### src/rtl/rdt_pkg.sv
package rdt_pkg;

    typedef enum logic [1:0] {
        ST_HOLD  = 2'd0,
        ST_COUNT = 2'd1,
        ST_RUN   = 2'd2
    } rdt_state_e;

    // Codes 0..2 are resonator based; everything else is the fast class.
    function automatic logic is_resonator(input logic [2:0] code);
        return (code <= 3'd2);
    endfunction

endpackage

### src/rtl/rdt_limit_sel.sv
module rdt_limit_sel
    import rdt_pkg::*;
#(
    parameter int CNT_W          = 11,
    parameter int LONG_DLY       = 1800,
    parameter int FAST_POR_DLY   = 113,
    parameter int FAST_LATER_DLY = 1
) (
    input  logic [2:0]       osc_mode,
    input  logic             from_por,
    output logic [CNT_W-1:0] limit
);

    localparam logic [CNT_W-1:0] L_LONG  = CNT_W'(LONG_DLY);
    localparam logic [CNT_W-1:0] L_FPOR  = CNT_W'(FAST_POR_DLY);
    localparam logic [CNT_W-1:0] L_FLATE = CNT_W'(FAST_LATER_DLY);

    always_comb begin
        unique case ({is_resonator(osc_mode), from_por})
            2'b10, 2'b11: limit = L_LONG;
            2'b01:        limit = L_FPOR;
            default:      limit = L_FLATE;
        endcase
    end

endmodule

### src/rtl/rdt_tick_cnt.sv
module rdt_tick_cnt #(
    parameter int CNT_W = 11
) (
    input  logic             clk,
    input  logic             rst_n,
    input  logic             load,
    input  logic [CNT_W-1:0] limit_in,
    input  logic             count_en,
    input  logic             tick,
    output logic             last_tick
);

    localparam logic [CNT_W-1:0] ONE = CNT_W'(1);

    logic [CNT_W-1:0] cnt_q;
    logic [CNT_W-1:0] lim_q;

    always_ff @(posedge clk or negedge rst_n) begin
        if (!rst_n) begin
            cnt_q <= '0;
            lim_q <= ONE;
        end else if (load) begin
            cnt_q <= '0;
            lim_q <= limit_in;
        end else if (count_en && tick && !last_tick) begin
            cnt_q <= cnt_q + ONE;
        end
    end

    assign last_tick = count_en && tick && (cnt_q == lim_q - ONE);

    // a running count never reaches its latched limit
    a_r7_cnt_below_limit: assert property (@(posedge clk) disable iff (!rst_n)
        count_en |-> (cnt_q < lim_q));

    // a reload always starts the count from zero
    a_r7_load_clears: assert property (@(posedge clk) disable iff (!rst_n)
        load |=> (cnt_q == '0));

endmodule

### src/rtl/rdt_ctrl_fsm.sv
module rdt_ctrl_fsm
    import rdt_pkg::*;
(
    input  logic clk,
    input  logic rst_n,
    input  logic por_req,
    input  logic mclr_n,
    input  logic restart_pulse,
    input  logic last_tick,
    output logic load,
    output logic from_por,
    output logic count_en,
    output logic core_hold
);

    rdt_state_e state_q, state_d;
    logic       por_cause_q, por_cause_d;
    logic       level_req;

    assign level_req = por_req | ~mclr_n;

    // next state and load control
    always_comb begin
        state_d  = state_q;
        load     = 1'b0;
        from_por = 1'b0;
        unique case (state_q)
            ST_HOLD: begin
                if (!level_req) begin
                    state_d  = ST_COUNT;
                    load     = 1'b1;
                    from_por = por_cause_q;
                end
            end
            ST_COUNT: begin
                if (level_req) begin
                    state_d = ST_HOLD;
                end else if (restart_pulse) begin
                    load = 1'b1;
                end else if (last_tick) begin
                    state_d = ST_RUN;
                end
            end
            ST_RUN: begin
                if (level_req) begin
                    state_d = ST_HOLD;
                end else if (restart_pulse) begin
                    state_d = ST_COUNT;
                    load    = 1'b1;
                end
            end
            default: state_d = ST_HOLD;
        endcase
    end

    // cause type: power-on outranks every later cause
    always_comb begin
        if (por_req)
            por_cause_d = 1'b1;
        else if (level_req || restart_pulse)
            por_cause_d = 1'b0;
        else
            por_cause_d = por_cause_q;
    end

    // state register
    always_ff @(posedge clk or negedge rst_n) begin
        if (!rst_n) begin
            state_q     <= ST_HOLD;
            por_cause_q <= 1'b1;
        end else begin
            state_q     <= state_d;
            por_cause_q <= por_cause_d;
        end
    end

    // registered output
    always_ff @(posedge clk or negedge rst_n) begin
        if (!rst_n)
            core_hold <= 1'b1;
        else
            core_hold <= (state_d != ST_RUN);
    end

    assign count_en = (state_q == ST_COUNT);

    a_r1_hold_on_level: assert property (@(posedge clk) disable iff (!rst_n)
        level_req |=> core_hold);

    a_r6_pulse_holds: assert property (@(posedge clk) disable iff (!rst_n)
        restart_pulse |=> core_hold);

    a_r8_release_on_last_tick: assert property (@(posedge clk) disable iff (!rst_n)
        $fell(core_hold) |-> $past(last_tick));

    a_r9_restart_beats_tick: assert property (@(posedge clk) disable iff (!rst_n)
        (restart_pulse && last_tick) |=> (core_hold && state_q == ST_COUNT));

endmodule

### src/rtl/rst_dly_seq.sv
module rst_dly_seq
    import rdt_pkg::*;
#(
    parameter int LONG_DLY       = 1800,
    parameter int FAST_POR_DLY   = 113,
    parameter int FAST_LATER_DLY = 1
) (
    input  logic       clk,
    input  logic       rst_n,
    input  logic       tick,
    input  logic       por_req,
    input  logic       mclr_n,
    input  logic       wdt_timeout,
    input  logic       pin_wake,
    input  logic [2:0] osc_mode,
    output logic       core_hold
);

    localparam int MAX_A   = (LONG_DLY > FAST_POR_DLY) ? LONG_DLY : FAST_POR_DLY;
    localparam int MAX_DLY = (MAX_A > FAST_LATER_DLY) ? MAX_A : FAST_LATER_DLY;
    localparam int CNT_W   = $clog2(MAX_DLY + 1);

    logic             restart_pulse;
    logic             load;
    logic             from_por;
    logic             count_en;
    logic             last_tick;
    logic [CNT_W-1:0] limit;

    assign restart_pulse = wdt_timeout | pin_wake;

    rdt_limit_sel #(
        .CNT_W         (CNT_W),
        .LONG_DLY      (LONG_DLY),
        .FAST_POR_DLY  (FAST_POR_DLY),
        .FAST_LATER_DLY(FAST_LATER_DLY)
    ) u_limit (
        .osc_mode(osc_mode),
        .from_por(from_por),
        .limit   (limit)
    );

    rdt_tick_cnt #(
        .CNT_W(CNT_W)
    ) u_cnt (
        .clk      (clk),
        .rst_n    (rst_n),
        .load     (load),
        .limit_in (limit),
        .count_en (count_en),
        .tick     (tick),
        .last_tick(last_tick)
    );

    rdt_ctrl_fsm u_fsm (
        .clk          (clk),
        .rst_n        (rst_n),
        .por_req      (por_req),
        .mclr_n       (mclr_n),
        .restart_pulse(restart_pulse),
        .last_tick    (last_tick),
        .load         (load),
        .from_por     (from_por),
        .count_en     (count_en),
        .core_hold    (core_hold)
    );

    // the first edge after reset release still holds the core
    a_r11_hold_after_reset: assert property (@(posedge clk) disable iff (!rst_n)
        $rose(rst_n) |-> core_hold);

    // release only ever happens on a tick edge
    a_r8_release_needs_tick: assert property (@(posedge clk) disable iff (!rst_n)
        $fell(core_hold) |-> $past(tick));

endmodule

### config.mk
export PLATFORM = sky130hd
export DESIGN_NAME = rst_dly_seq
export DESIGN_NICKNAME = d
export VERILOG_FILES = /design/src/rtl/rdt_pkg.sv /design/src/rtl/rdt_limit_sel.sv /design/src/rtl/rdt_tick_cnt.sv /design/src/rtl/rdt_ctrl_fsm.sv /design/src/rtl/rst_dly_seq.sv
export SDC_FILE = /design/constraint.sdc
export NUM_CORES = 1
export LEC_CHECK = 0
export BUFFER_PORTS_ARGS = -buffer_cell sky130_fd_sc_hd__buf_2
export CAP_MARGIN = 20
export CORE_ASPECT_RATIO = 1.4
export CORE_MARGIN = 1
export CORE_UTILIZATION = 40
export DETAILED_ROUTE_END_ITERATION = 7
export PLACE_DENSITY = 0.62
export SLEW_MARGIN = 25
export SYNTH_ARGS = -nofsm -noshare
export SYNTH_HDL_FRONTEND = slang
export SYNTH_HIERARCHICAL = 1
export SYNTH_SLANG_ARGS = --single-unit
### constraint.sdc
create_clock -name clk -period 6.8 [get_ports clk]
set_input_delay 1.36 -clock clk [delete_from_list [all_inputs] [get_ports clk]]
set_output_delay 1.36 -clock clk [all_outputs]
set_load 0.1 [all_outputs]
==> results.ini <==
[sta]
final_max_slew_viol_count = 0
finalHoldViolCount = 0
finalSetupTns_ns = 0
min_period_over_period_pct = 48.49
max_slew.worst_pin.slew_ns = 0.6285
setup_viol = 0
fin_hold_ws_ns = 0.5382
clock_skew_ns = 0.002229
finalCriticalPeriod_ns = 3.297
relSlewSlack_pct = 57.79
fmax_mhz = 303.3
rsz0062_at_grt = no

[power]
p_leak_nw = 0.8779
total_power_mw = 0.6047
powerDensity_mw_per_mm2 = 305.9
ir_worst_vdd_v = 0.0001825

[run_status]
status = finished clean

[cts]
cts.clk_slew.worst_paths_ns = 0.09
clk_latency_ns = 0.27
post_cts_buffers = 0
cts_hold_buf = 0
cts.repair.resized = 0
cts.sinks = 26
cts_buffers = 3
cts_root_buf = clkbuf_8
cts.path.max_buffers = 2
htreeDepth = 1
cts_tree = built

[finish]
antenna-diode-count = 0
final_cell_area_mm2 = 0.001977
final_common_cell = dfrtp_1
syn_to_final_growth_pct = 5.474
drive_gt1_share_pct = 20.81
final_cell_mix = dfrtp_1, nor2_1, nor2b_1
layout.nets = 214

[hold_path]
hp-class = flip-flop to flip-flop
min_from = u_cnt/lim_q[10]

[routing]
vias = 1334
drt_iter0_markers = 23
route.detailed.drc = 0
drtPass1Iterations = 4
wl_um = 3469
wl_per_cell_um = 13.39
ant_nets = 0
vias_per_cell = 5.151

[synthesis]
syn_area_per_cell_um2 = 9.612
syn-cell-area_mm2 = 0.001874
synth_warnings = 6
synth_top_area_share_pct = 30.71
async_flop_share_pct = 100.0
synth_seq_cells = 26
yosys-top-cells-area = dfrtp_1, mux2_2, mux2_1
synthCells = 195
synth_edf_count = 0
synth_area_leader_cell = dfrtp_1
ys_types = 50
yosys_most_used_dff = dfrtp_1
synth_seq_area_share_pct = 34.91

[grt]
first_global_vias = 1297
gr-total-overflow = 0
grt_max_degree = 36
antenna_found_initial = 0
grt_pass1_wl_um = 6092
grt_use_total_pct = 16.23

[floorplan]
coreArea_mm2 = 0.004499
design.die.area_mm2 = 0.004967
die_w_um = 59.85
start_util_pct = 41.66
io_pins = 11
rows = 29
die-height_um = 83.00

[place]
place_area_mm2 = 0.001913
io_buffer_count = 10
gp_congestion = 0.8589
hpwl_um = 2657

[setup_path]
crit_type = flip-flop to flip-flop
arrival_ns = 3.51
cp_max_fo = 11
reg2reg_from = u_cnt/lim_q[0]
end_kind = flip-flop
cp-startpoint = u_cnt/lim_q[0]
critical_path_required_ns = 7.01
start_kind = flip-flop

[job]
max_cap_viol_count = 0

==> cells by family (layout without fill, tap and decap cells) <==
kind of cell    after synthesis  in the layout  synth area share [%]
xor+xnor                     10             10                 4.673
fa+ha+maj                     6              6                 4.005
other cells                   1              3                0.2001
compound gates               36             36                 14.22
simple gates                 72             72                 22.03
buf+inv                      23             23                 7.410
mux                          21             21                 12.55
flops                        26             26                 34.91
==> path summary, 6_finish.rpt <==
check | to | cells past startpoint | slack [ns]
setup / recovery | u_fsm/core_hold | 11 | 3.50
hold / removal | u_cnt/lim_q[10] | 1 | 0.54
setup reg to reg | u_fsm/core_hold | 11 | 3.50
hold reg to reg | u_cnt/lim_q[10] | 1 | 0.54
max in group asynchronous | u_cnt/lim_q[10] | 1 | 5.34
min in group asynchronous | u_cnt/lim_q[2] | 1 | 1.08
==> registers in the layout (all words and copies together), names as in the netlist <==
| register | flops |
|---|---|
| u_cnt/cnt_q | 11 |
| u_cnt/lim_q | 11 |
| u_fsm/core_hold | 1 |
| u_fsm/por_cause_q | 1 |
| u_fsm/state_q | 2 |
==> Yosys cell counts (all sizes together), types with 2 or more instances <==
cell and count:
or4 2, dfstp 3, a31oi 2, a21oi 11, and3 5, a21o 2, o31ai 2, nor2 14
a211oi 7, nand2 12, buf 11, or3 2, and2b 2, clkbuf 4, xor2 5, nand4 4
inv 8, mux2 20, nor2b 13, nor4 3, nor3 3, o21ai 6, xnor2 5, nand2b 4
dfrtp 23, ha 6
==> metal layers <==
layer,vias up,track usage (%),wire length [um]
met1,637,19.88,1456
met5,-,0,0
li1,681,-,-
met2,11,27.98,1908
met4,0,6.977,65
met3,5,1.402,39
==> power by group <==
group          internal, mW  switching [mW]
clock                0.0519          0.0488
combinational         0.125           0.142
sequential            0.191          0.0466
==> critical path, stage by stage (launching register included) <==
cell	delay, ns
dfstp_2	0.57
inv_1	0.06
ha_1	0.30
xnor2_1	0.13
a211oi_1	0.19
o211ai_1	0.17
nor4_4	0.63
and3_2	0.31
or3b_1	0.34
a31oi_1	0.17
o21ai_1	0.09
a211o_1	0.27
==> through the flow <==
step | utilization [%] | std cells | setup slack [ns]
final | 43.94 | 259 | 3.503
after CTS | 43.74 | 259 | 3.252
after floorplan | - | 197 | 3.881
after global placement | 42.52 | 255 | 3.279
after detailed placement | 42.52 | 255 | 3.272
after global routing | 43.94 | 259 | 3.204
==> layout make-up <==
| type | count | area (um^2) |
|---|---|---|
| clock buffer | 4 | 55.05 |
| inverter | 8 | 30.03 |
| fill | 458 | 2522 |
| multi-input combinational | 148 | 1102 |
| timing repair buffer | 11 | 57.56 |
| tap | 62 | 77.57 |
| sequential | 26 | 654.4 |
(Power assumes the default switching activity.)
